<file path="config.mk">
export PLATFORM = sky130hd
export DESIGN_NAME = mw_eeprom_slave
export DESIGN_NICKNAME = d
export VERILOG_FILES = /design/src/rtl/mwe_pkg.sv /design/src/rtl/mw_sync.sv /design/src/rtl/mw_frame_rx.sv /design/src/rtl/mw_prog_ctrl.sv /design/src/rtl/mw_status.sv /design/src/rtl/mw_store.sv /design/src/rtl/mw_eeprom_slave.sv
export SDC_FILE = /design/constraint.sdc
export NUM_CORES = 2
export LEC_CHECK = 0
export CELL_PAD_IN_SITES_DETAIL_PLACEMENT = 1
export CELL_PAD_IN_SITES_GLOBAL_PLACEMENT = 1
export CORE_UTILIZATION = 55
export DETAILED_ROUTE_END_ITERATION = 7
export GPL_TIMING_DRIVEN = 0
export PLACE_DENSITY = 0.85
export SKIP_LAST_GASP = 1
export SLEW_MARGIN = 15
export SYNTH_ARGS = -nofsm -noshare
export SYNTH_HDL_FRONTEND = slang
export SYNTH_HIERARCHICAL = 1
export SYNTH_SLANG_ARGS = --single-unit
</file>
<file path="constraint.sdc">
create_clock -name clk_i -period 3.75 [get_ports clk_i]
set_clock_uncertainty 0.1 [all_clocks]
set_input_delay 0.9375 -clock clk_i [delete_from_list [all_inputs] [get_ports clk_i]]
set_output_delay 0.9375 -clock clk_i [all_outputs]
set_load 0.02 [all_outputs]
</file>
<file path="src/rtl/mwe_pkg.sv">
package mwe_pkg;

  typedef enum logic [2:0] {
    CMD_NONE, CMD_WEN, CMD_WDS, CMD_FILL, CMD_WORD, CMD_READ
  } cmd_e;

  typedef enum logic [2:0] {
    S_WAIT, S_HDR, S_DATA, S_RDLD, S_READ, S_DONE, S_SKIP
  } rx_state_e;

  // Opcode plus two top address bits select the command.
  function automatic cmd_e decode_cmd(input logic [1:0] op, input logic [1:0] sel);
    cmd_e c;
    c = CMD_NONE;
    case (op)
      2'b10: c = CMD_READ;
      2'b01: c = CMD_WORD;
      2'b00: begin
        case (sel)
          2'b11:   c = CMD_WEN;
          2'b00:   c = CMD_WDS;
          2'b01:   c = CMD_FILL;
          default: c = CMD_NONE;
        endcase
      end
      default: c = CMD_NONE;
    endcase
    return c;
  endfunction

  function automatic logic cmd_has_data(input cmd_e c);
    return (c == CMD_FILL) || (c == CMD_WORD);
  endfunction

  // Deselect gap long enough for status output.
  function automatic logic gap_met(input int unsigned low_cnt, input int unsigned need);
    return low_cnt >= need;
  endfunction

endpackage

</file>
<file path="src/rtl/mw_sync.sv">
module mw_sync #(
  parameter int STAGES = 2
) (
  input  logic clk_i,
  input  logic rst_ni,
  input  logic d_i,
  output logic q_o
);
  logic [STAGES-1:0] sr_q;

  always_ff @(posedge clk_i or negedge rst_ni) begin
    if (!rst_ni) sr_q <= '0;
    else         sr_q <= {sr_q[STAGES-2:0], d_i};
  end

  assign q_o = sr_q[STAGES-1];
endmodule

</file>
<file path="src/rtl/mw_frame_rx.sv">
module mw_frame_rx
  import mwe_pkg::*;
#(
  parameter int AW = 7,
  parameter int DW = 8
) (
  input  logic          clk_i,
  input  logic          rst_ni,
  input  logic          cs_i,
  input  logic          cs_fall_i,
  input  logic          sck_rise_i,
  input  logic          sdi_i,
  input  logic          busy_i,
  input  logic [DW-1:0] rd_data_i,
  output logic [AW-1:0] addr_o,
  output logic [DW-1:0] data_o,
  output logic          start_seen_o,
  output logic          rd_en_o,
  output logic          rd_bit_o,
  output logic          wen_set_o,
  output logic          wen_clr_o,
  output logic          fill_go_o,
  output logic          word_go_o
);
  localparam int HW = AW + 2;
  localparam int CW = $clog2(HW + DW + 1);

  rx_state_e      state_q;
  cmd_e           cmd_q;
  logic [CW-1:0]  cnt_q;
  logic [HW-1:0]  hdr_q;
  logic [DW-1:0]  rd_sr_q;

  logic [HW-1:0]  hdr_full;
  cmd_e           hdr_cmd;
  logic           hdr_last, data_last;

  assign hdr_full  = {hdr_q[HW-2:0], sdi_i};
  assign hdr_cmd   = decode_cmd(hdr_full[HW-1:HW-2], hdr_full[AW-1:AW-2]);
  assign hdr_last  = (cnt_q == CW'(HW - 1));
  assign data_last = (cnt_q == CW'(DW - 1));

  always_ff @(posedge clk_i or negedge rst_ni) begin
    if (!rst_ni) begin
      state_q      <= S_WAIT;
      cmd_q        <= CMD_NONE;
      cnt_q        <= '0;
      hdr_q        <= '0;
      addr_o       <= '0;
      data_o       <= '0;
      rd_sr_q      <= '0;
      rd_bit_o     <= 1'b0;
      rd_en_o      <= 1'b0;
      start_seen_o <= 1'b0;
      wen_set_o    <= 1'b0;
      wen_clr_o    <= 1'b0;
      fill_go_o    <= 1'b0;
      word_go_o    <= 1'b0;
    end else begin
      wen_set_o <= 1'b0;
      wen_clr_o <= 1'b0;
      fill_go_o <= 1'b0;
      word_go_o <= 1'b0;
      if (!cs_i) begin
        state_q      <= S_WAIT;
        start_seen_o <= 1'b0;
        rd_en_o      <= 1'b0;
        rd_bit_o     <= 1'b0;
        cnt_q        <= '0;
        if (cs_fall_i && state_q == S_DONE) begin
          case (cmd_q)
            CMD_WEN:  wen_set_o <= 1'b1;
            CMD_WDS:  wen_clr_o <= 1'b1;
            CMD_FILL: fill_go_o <= 1'b1;
            CMD_WORD: word_go_o <= 1'b1;
            default:  ;
          endcase
        end
      end else if (state_q == S_RDLD) begin
        rd_sr_q  <= rd_data_i;
        rd_bit_o <= 1'b0;
        rd_en_o  <= 1'b1;
        state_q  <= S_READ;
      end else if (sck_rise_i) begin
        case (state_q)
          S_WAIT: begin
            if (sdi_i) begin
              start_seen_o <= 1'b1;
              cnt_q        <= '0;
              state_q      <= busy_i ? S_SKIP : S_HDR;
            end
          end
          S_HDR: begin
            hdr_q <= hdr_full;
            cnt_q <= cnt_q + 1'b1;
            if (hdr_last) begin
              cmd_q  <= hdr_cmd;
              addr_o <= hdr_full[AW-1:0];
              cnt_q  <= '0;
              if (hdr_cmd == CMD_READ)      state_q <= S_RDLD;
              else if (cmd_has_data(hdr_cmd)) state_q <= S_DATA;
              else if (hdr_cmd == CMD_NONE) state_q <= S_SKIP;
              else                          state_q <= S_DONE;
            end
          end
          S_DATA: begin
            data_o <= {data_o[DW-2:0], sdi_i};
            cnt_q  <= cnt_q + 1'b1;
            if (data_last) state_q <= S_DONE;
          end
          S_READ: begin
            rd_bit_o <= rd_sr_q[DW-1];
            rd_sr_q  <= {rd_sr_q[DW-2:0], 1'b0};
          end
          default: ;
        endcase
      end
    end
  end

  // a frame cut short in its data field never issues a program request
  p_abort_no_commit_r6: assert property (@(posedge clk_i) disable iff (!rst_ni)
    (cs_fall_i && state_q == S_DATA) |=> !(fill_go_o || word_go_o));

  // a start bit seen while busy never leads into header decoding
  p_busy_start_skipped_r13: assert property (@(posedge clk_i) disable iff (!rst_ni)
    (cs_i && sck_rise_i && sdi_i && busy_i && state_q == S_WAIT) |=> state_q == S_SKIP);

endmodule

</file>
<file path="src/rtl/mw_prog_ctrl.sv">
module mw_prog_ctrl #(
  parameter int AW       = 7,
  parameter int DW       = 8,
  parameter int PROG_CYC = 64
) (
  input  logic          clk_i,
  input  logic          rst_ni,
  input  logic          wen_set_i,
  input  logic          wen_clr_i,
  input  logic          fill_go_i,
  input  logic          word_go_i,
  input  logic [AW-1:0] addr_i,
  input  logic [DW-1:0] data_i,
  output logic          busy_o,
  output logic          start_o,
  output logic          we_one_o,
  output logic          we_all_o,
  output logic [AW-1:0] waddr_o,
  output logic [DW-1:0] wdata_o
);
  localparam int CW = $clog2(PROG_CYC + 1);

  logic          wen_q;
  logic          all_q;
  logic [CW-1:0] cnt_q;
  logic          finish;

  assign start_o  = (fill_go_i || word_go_i) && wen_q && !busy_o;
  assign finish   = busy_o && (cnt_q == '0);
  assign we_all_o = finish && all_q;
  assign we_one_o = finish && !all_q;

  always_ff @(posedge clk_i or negedge rst_ni) begin
    if (!rst_ni)        wen_q <= 1'b0;
    else if (wen_set_i) wen_q <= 1'b1;
    else if (wen_clr_i) wen_q <= 1'b0;
  end

  always_ff @(posedge clk_i or negedge rst_ni) begin
    if (!rst_ni) begin
      busy_o  <= 1'b0;
      all_q   <= 1'b0;
      cnt_q   <= '0;
      waddr_o <= '0;
      wdata_o <= '0;
    end else if (start_o) begin
      busy_o  <= 1'b1;
      all_q   <= fill_go_i;
      cnt_q   <= CW'(PROG_CYC - 1);
      waddr_o <= addr_i;
      wdata_o <= data_i;
    end else if (busy_o) begin
      if (finish) busy_o <= 1'b0;
      else        cnt_q  <= cnt_q - 1'b1;
    end
  end

  // the countdown steps by exactly one each busy clock
  p_countdown_steps_r9: assert property (@(posedge clk_i) disable iff (!rst_ni)
    (busy_o && $past(busy_o) && !$past(finish)) |-> cnt_q == CW'($past(cnt_q) - 1'b1));

  // a fill request with programming disabled never makes the block busy
  p_fill_gated_r5: assert property (@(posedge clk_i) disable iff (!rst_ni)
    (fill_go_i && !wen_q && !busy_o) |=> !busy_o);

  // an enable command leaves the latch set
  p_enable_sets_r3: assert property (@(posedge clk_i) disable iff (!rst_ni)
    wen_set_i |=> wen_q);

endmodule

</file>
<file path="src/rtl/mw_status.sv">
module mw_status
  import mwe_pkg::*;
#(
  parameter int TCSL_CYC = 4
) (
  input  logic clk_i,
  input  logic rst_ni,
  input  logic cs_i,
  input  logic cs_rise_i,
  input  logic cs_fall_i,
  input  logic start_seen_i,
  input  logic busy_i,
  input  logic prog_start_i,
  output logic drive_o,
  output logic level_o
);
  localparam int LW = $clog2(TCSL_CYC + 1);

  logic [LW-1:0] low_cnt_q;
  logic          gap_ok_q;
  logic          pend_q;

  always_ff @(posedge clk_i or negedge rst_ni) begin
    if (!rst_ni) begin
      low_cnt_q <= '0;
      gap_ok_q  <= 1'b0;
      pend_q    <= 1'b0;
    end else begin
      if (cs_i)                             low_cnt_q <= '0;
      else if (low_cnt_q < LW'(TCSL_CYC))   low_cnt_q <= low_cnt_q + 1'b1;

      if (cs_rise_i)      gap_ok_q <= gap_met(32'(low_cnt_q), TCSL_CYC);
      else if (cs_fall_i) gap_ok_q <= 1'b0;

      if (prog_start_i)                                 pend_q <= 1'b1;
      else if (cs_fall_i && start_seen_i && !busy_i)    pend_q <= 1'b0;
    end
  end

  assign drive_o = cs_i && pend_q && gap_ok_q && !start_seen_i;
  assign level_o = !busy_i;

  // the status indication is never dropped while a cycle runs
  p_pending_held_busy_r11: assert property (@(posedge clk_i) disable iff (!rst_ni)
    (pend_q && busy_i) |=> pend_q);

endmodule

</file>
<file path="src/rtl/mw_store.sv">
module mw_store #(
  parameter int AW = 7,
  parameter int DW = 8
) (
  input  logic          clk_i,
  input  logic          rst_ni,
  input  logic          we_one_i,
  input  logic          we_all_i,
  input  logic [AW-1:0] waddr_i,
  input  logic [DW-1:0] wdata_i,
  input  logic [AW-1:0] raddr_i,
  output logic [DW-1:0] rdata_o
);
  localparam int DEPTH = 1 << AW;

  logic [DW-1:0] mem_q [DEPTH];

  always_ff @(posedge clk_i or negedge rst_ni) begin
    if (!rst_ni) begin
      for (int i = 0; i < DEPTH; i++) mem_q[i] <= '1;
    end else begin
      for (int i = 0; i < DEPTH; i++) begin
        if (we_all_i || (we_one_i && waddr_i == AW'(i))) mem_q[i] <= wdata_i;
      end
    end
  end

  assign rdata_o = mem_q[raddr_i];

  // a fill and a single write are never requested together
  p_one_write_kind_r4: assert property (@(posedge clk_i) disable iff (!rst_ni)
    !(we_all_i && we_one_i));

endmodule

</file>
<file path="src/rtl/mw_eeprom_slave.sv">
module mw_eeprom_slave
  import mwe_pkg::*;
#(
  parameter int AW          = 7,
  parameter int DW          = 8,
  parameter int PROG_CYC    = 64,
  parameter int TCSL_CYC    = 4,
  parameter int SYNC_STAGES = 2
) (
  input  logic clk_i,
  input  logic rst_ni,
  input  logic cs_i,
  input  logic sck_i,
  input  logic sdi_i,
  output logic sdo_o,
  output logic sdo_oe_o
);
  localparam int NSYNC = 3;

  logic [NSYNC-1:0] raw, lvl;
  logic             cs_s, sck_s, sdi_s;
  logic             cs_d, sck_d;
  logic             cs_rise, cs_fall, sck_rise;

  assign raw = {sdi_i, sck_i, cs_i};

  for (genvar g = 0; g < NSYNC; g++) begin : g_sync
    mw_sync #(.STAGES(SYNC_STAGES)) u_sync (
      .clk_i (clk_i), .rst_ni(rst_ni), .d_i(raw[g]), .q_o(lvl[g])
    );
  end

  assign cs_s  = lvl[0];
  assign sck_s = lvl[1];
  assign sdi_s = lvl[2];

  always_ff @(posedge clk_i or negedge rst_ni) begin
    if (!rst_ni) begin
      cs_d  <= 1'b0;
      sck_d <= 1'b0;
    end else begin
      cs_d  <= cs_s;
      sck_d <= sck_s;
    end
  end

  assign cs_rise  = cs_s && !cs_d;
  assign cs_fall  = !cs_s && cs_d;
  assign sck_rise = sck_s && !sck_d;

  logic [AW-1:0] addr;
  logic [DW-1:0] data, rdata, wdata;
  logic [AW-1:0] waddr;
  logic          start_seen, rd_en, rd_bit;
  logic          wen_set, wen_clr, fill_go, word_go;
  logic          busy, prog_start, we_one, we_all;
  logic          st_drive, st_level;

  mw_frame_rx #(.AW(AW), .DW(DW)) u_rx (
    .clk_i(clk_i), .rst_ni(rst_ni), .cs_i(cs_s), .cs_fall_i(cs_fall),
    .sck_rise_i(sck_rise), .sdi_i(sdi_s), .busy_i(busy), .rd_data_i(rdata),
    .addr_o(addr), .data_o(data), .start_seen_o(start_seen), .rd_en_o(rd_en),
    .rd_bit_o(rd_bit), .wen_set_o(wen_set), .wen_clr_o(wen_clr),
    .fill_go_o(fill_go), .word_go_o(word_go)
  );

  mw_prog_ctrl #(.AW(AW), .DW(DW), .PROG_CYC(PROG_CYC)) u_prog (
    .clk_i(clk_i), .rst_ni(rst_ni), .wen_set_i(wen_set), .wen_clr_i(wen_clr),
    .fill_go_i(fill_go), .word_go_i(word_go), .addr_i(addr), .data_i(data),
    .busy_o(busy), .start_o(prog_start), .we_one_o(we_one), .we_all_o(we_all),
    .waddr_o(waddr), .wdata_o(wdata)
  );

  mw_status #(.TCSL_CYC(TCSL_CYC)) u_status (
    .clk_i(clk_i), .rst_ni(rst_ni), .cs_i(cs_s), .cs_rise_i(cs_rise),
    .cs_fall_i(cs_fall), .start_seen_i(start_seen), .busy_i(busy),
    .prog_start_i(prog_start), .drive_o(st_drive), .level_o(st_level)
  );

  mw_store #(.AW(AW), .DW(DW)) u_store (
    .clk_i(clk_i), .rst_ni(rst_ni), .we_one_i(we_one), .we_all_i(we_all),
    .waddr_i(waddr), .wdata_i(wdata), .raddr_i(addr), .rdata_o(rdata)
  );

  assign sdo_o    = st_drive ? st_level : rd_bit;
  assign sdo_oe_o = st_drive || rd_en;

  // data-out is released one clock after chip select goes low
  p_hiz_deselected_r12: assert property (@(posedge clk_i) disable iff (!rst_ni)
    !cs_s |=> (cs_s || !sdo_oe_o));

  // no command is committed while a programming cycle runs
  p_busy_blocks_cmds_r13: assert property (@(posedge clk_i) disable iff (!rst_ni)
    busy |-> !(wen_set || wen_clr || fill_go || word_go));

  // anything driven during a busy cycle reads low
  p_busy_reads_low_r10: assert property (@(posedge clk_i) disable iff (!rst_ni)
    (sdo_oe_o && busy) |-> !sdo_o);

endmodule

</file>
==> impl_metrics.tcl <==
set metrics [dict create \
    outcome "finished with violations" \
    violations "setup timing" \
    drtPass1Iterations 5 \
    numPortBuffers 6 \
    antenna_found_initial 14 \
    grt_setup_unrepaired "true" \
    grt_pass1_vias 34000 \
    p_seq_share_pct 49.7 \
    fin_ws_ns -0.211 \
    vias 31100 \
    avgViaCountPerCell 6.75 \
    critPathLaunchType "register" \
    p_per_area_nw_per_um2 418 \
    drive_gt1_share_pct 83.0 \
    htree_levels 3 \
    holdPathEnd "g_sync[0].u_sync/sr_q[1]" \
    slew_viol_final 0 \
    r2r_end "u_store/mem_q[831]" \
    ios 7 \
    fin_cells 4601 \
    rr_startpoint "u_prog/cnt_q[0]" \
    cp-end-kind "register" \
    p_int_mw 19.2 \
    row_count 112 \
    ys_seq_area_share_pct 56.2 \
    nFillCells 8056 \
    core_um2 93300 \
    track_usage_pct 34.7 \
    holdPathStages 0 \
    hold_ws_ns 0.254 \
    period_share_pct 106 \
    cts_root_buffer "clkbuf_16" \
    hold_violations 0 \
    reg2regPathDepth 9 \
    grt_pass1_wl_um 239000 \
    crit_required_ns 4.27 \
    synth_cell_types 68 \
    area_delta_synth_final_pct 12.3 \
    grt_overflow 0 \
    cts_buffer_depth 3 \
    worst_pin_slew_ns 1.28 \
    synth_edf_count 0 \
    clockPowerShare_pct 49.1 \
    nets 3261 \
    drtIter0Drc 2913 \
    synthArstFlopShare_pct 100 \
    dieArea_um2 95400 \
    die_w_um 309 \
    cp_slowest_stage_delay_ns 0.83 \
    cts_tree "done" \
    layout_common_cells "mux2_2, dfstp_2, mux4_2" \
    clk_pin_slew_ns 0.06 \
    worst_hold_path_type "register to register" \
    finalSetupViolCount 266 \
    power_mw 24.3 \
    period_minus_slack_ns 3.96 \
    critPathArrivalTime_ns 4.48 \
    drc 0 \
    cts_sinks 1111 \
    switchingPower_mw 5.14 \
    path_max_fanout 8 \
    die_height_um 309 \
    regToRegSetupSlack_ns -0.21 \
    ys_seq_elements 1111 \
    grt_max_degree 184 \
    route.antenna.remaining_nets 0 \
    p_sw_share_pct 21.1 \
    criticalPathCategory "register to register" \
    synth_cells 3107 \
    leakagePower_nw 23.2 \
    start_util_pct 55.5 \
    worstPathCellList "inv_1 -> ha_1 -> nand2b_1 -> nor3_2 -> and3b_2 -> nand3b_1 -> nor2_2 -> a21oi_1 -> mux2_2" \
    utilization_pct 62.3 \
    wl_um 163000 \
    synth_ff_type "dfstp_2" \
    critPathSlowestCell "nor2_2" \
    combPwrFrac_pct 1.2 \
    routedWlPerCell_um 35.4 \
    slew_headroom_pct 14.6 \
    synth_warnings 6 \
    gp_congestion 0.930 \
    hold_start "g_sync[0].u_sync/sr_q[0]" \
    clkLatencyLatePin_ns 0.70 \
    syn-num-nets 3120 \
    vdd_ir_drop_max_mv 0.373 \
    syn_area_um2 51800 \
    fmax_ghz 0.252 \
    cts_buffers 115 \
    final_common_cell "mux2_2" \
    cap_viol_max_count 0 \
    place_hpwl_um 107000 \
    dpl.cell_count 4376 \
    avgSynthCellArea_um2 16.7 \
]
worst max path at each step:
stage | from | endpoint | slack (ns) | cells after the start
floorplan | u_rx/addr_o[0] | u_rx/rd_sr_q[0] | 0.57 | 7
global placement | rst_ni | u_rx/rd_sr_q[4] | -42.12 | 1
detailed placement | u_rx/addr_o[2] | u_rx/rd_sr_q[1] | -0.85 | 8
CTS | u_rx/addr_o[0] | u_rx/rd_sr_q[1] | -0.13 | 9
global route | u_prog/cnt_q[0] | u_store/mem_q[163] | -0.17 | 9
finish | u_prog/cnt_q[0] | u_store/mem_q[831] | -0.21 | 9
per-layer routing:
metal / vias up / track usage, % / routed length [µm]
met5: - / 0 / 110
met2: 1384 / 55.2 / 78600
met3: 501 / 8.47 / 12900
met4: 14 / 19.8 / 10800
li1: 12100 / - / -
met1: 17100 / 43.6 / 60300
per-stage QoR:
stage                     worst slack (ns)  area (µm²)  setup TNS [ns]
after CTS                           -0.134       57900          -0.218
after floorplan                      0.572       51800               0
final                               -0.211       58100          -20.31
after global routing                -0.170       58100          -26.73
after global placement              -42.12       53400               -
after detailed placement            -0.848       53700         -454.31
registers in the layout, indices dropped and copies added, names as in the netlist, 3 cells and up:
register / flops
u_rx/rd_sr_q: 8
u_rx/data_o: 8
u_prog/waddr_o: 7
g_sync.u_sync/sr_q: 6
u_store/mem_q: 1024
u_rx/hdr_q: 8
u_rx/cnt_q: 5
u_prog/cnt_q: 7
u_prog/wdata_o: 8
u_rx/addr_o: 7
u_status/low_cnt_q: 3
u_rx/state_q: 3
u_rx/cmd_q: 3
worst max-delay path, delay by kind of cell, from the launching register on:
kind                       cells  cell delay, ns
AOI/OAI and AO/OA              1            0.63
adders and majority gates      1            0.18
buffers and inverters          1            0.10
DFF                            1            0.42
muxes                          1            0.47
and+or+nand+nor                5            1.95
cells by family (layout without fill, tap and decap cells):
logic type / Yosys count / in the layout / synth area share [%]
DFF: 1111 / 1111 / 56.2
xor gates and xnor gates: 2 / 2 / 0.0338
other: 0 / 5 / 0
adders and majority gates: 8 / 8 / 0.193
AOI/OAI and AO/OA: 187 / 187 / 2.05
and+or+nand+nor: 129 / 129 / 1.42
buffers and inverters: 251 / 486 / 2.00
muxes: 1419 / 1419 / 38.1
power groups by stage:
stage / combinational, mW / clock [mW] / sequential, mW
after floorplan: 0.0275 / 0 / 12.2
after global placement: 0.234 / 0 / 12.2
after detailed placement: 0.297 / 0 / 12.2
after CTS: 0.303 / 12.1 / 12.1
after global routing: 0.341 / 12.5 / 12.1
final: 0.295 / 11.9 / 12.1
cell type report:
type                    count  area, µm²  area share [%]
clock inverters            40        445           0.766
well taps                1254       1570            2.70
flip-flops and latches   1111      29100            50.0
diodes                      5       12.5          0.0215
plain buffers             232       1150            1.98
multi-input cells        1745      21800            37.6
repair buffers             27        463           0.796
inverters                  16       60.1           0.103
clock buffers             171       3510            6.04
cell usage after synthesis, types with 11 or more instances:
cell type	instances	share of area, %
buf_1	18	0.13
dfrtp_1	87	4.2
mux2_2	1070	23
mux4_2	336	15
inv_1	15	0.11
nor2b_1	12	0.14
buf_2	22	0.21
buf_4	11	0.16
o21ai_0	22	0.21
a21oi_1	127	1.2
clkbuf_1	181	1.3
dfstp_2	1024	52
nand2_1	18	0.13
mux2i_1	12	0.23
nor2_1	41	0.30
what timing repair did:
item | in CTS | in global routing
gates resized for setup | 95 | 40
cloned | 0 | 1
pin swaps | 1 | 1
hold endpoints to repair | 3 | 0
endpoints found under the setup margin | 832 | 513
hold buffers | 2 | 0
setup buffers | 3 | 3
Note: power is estimated with default switching activity, not from simulation.
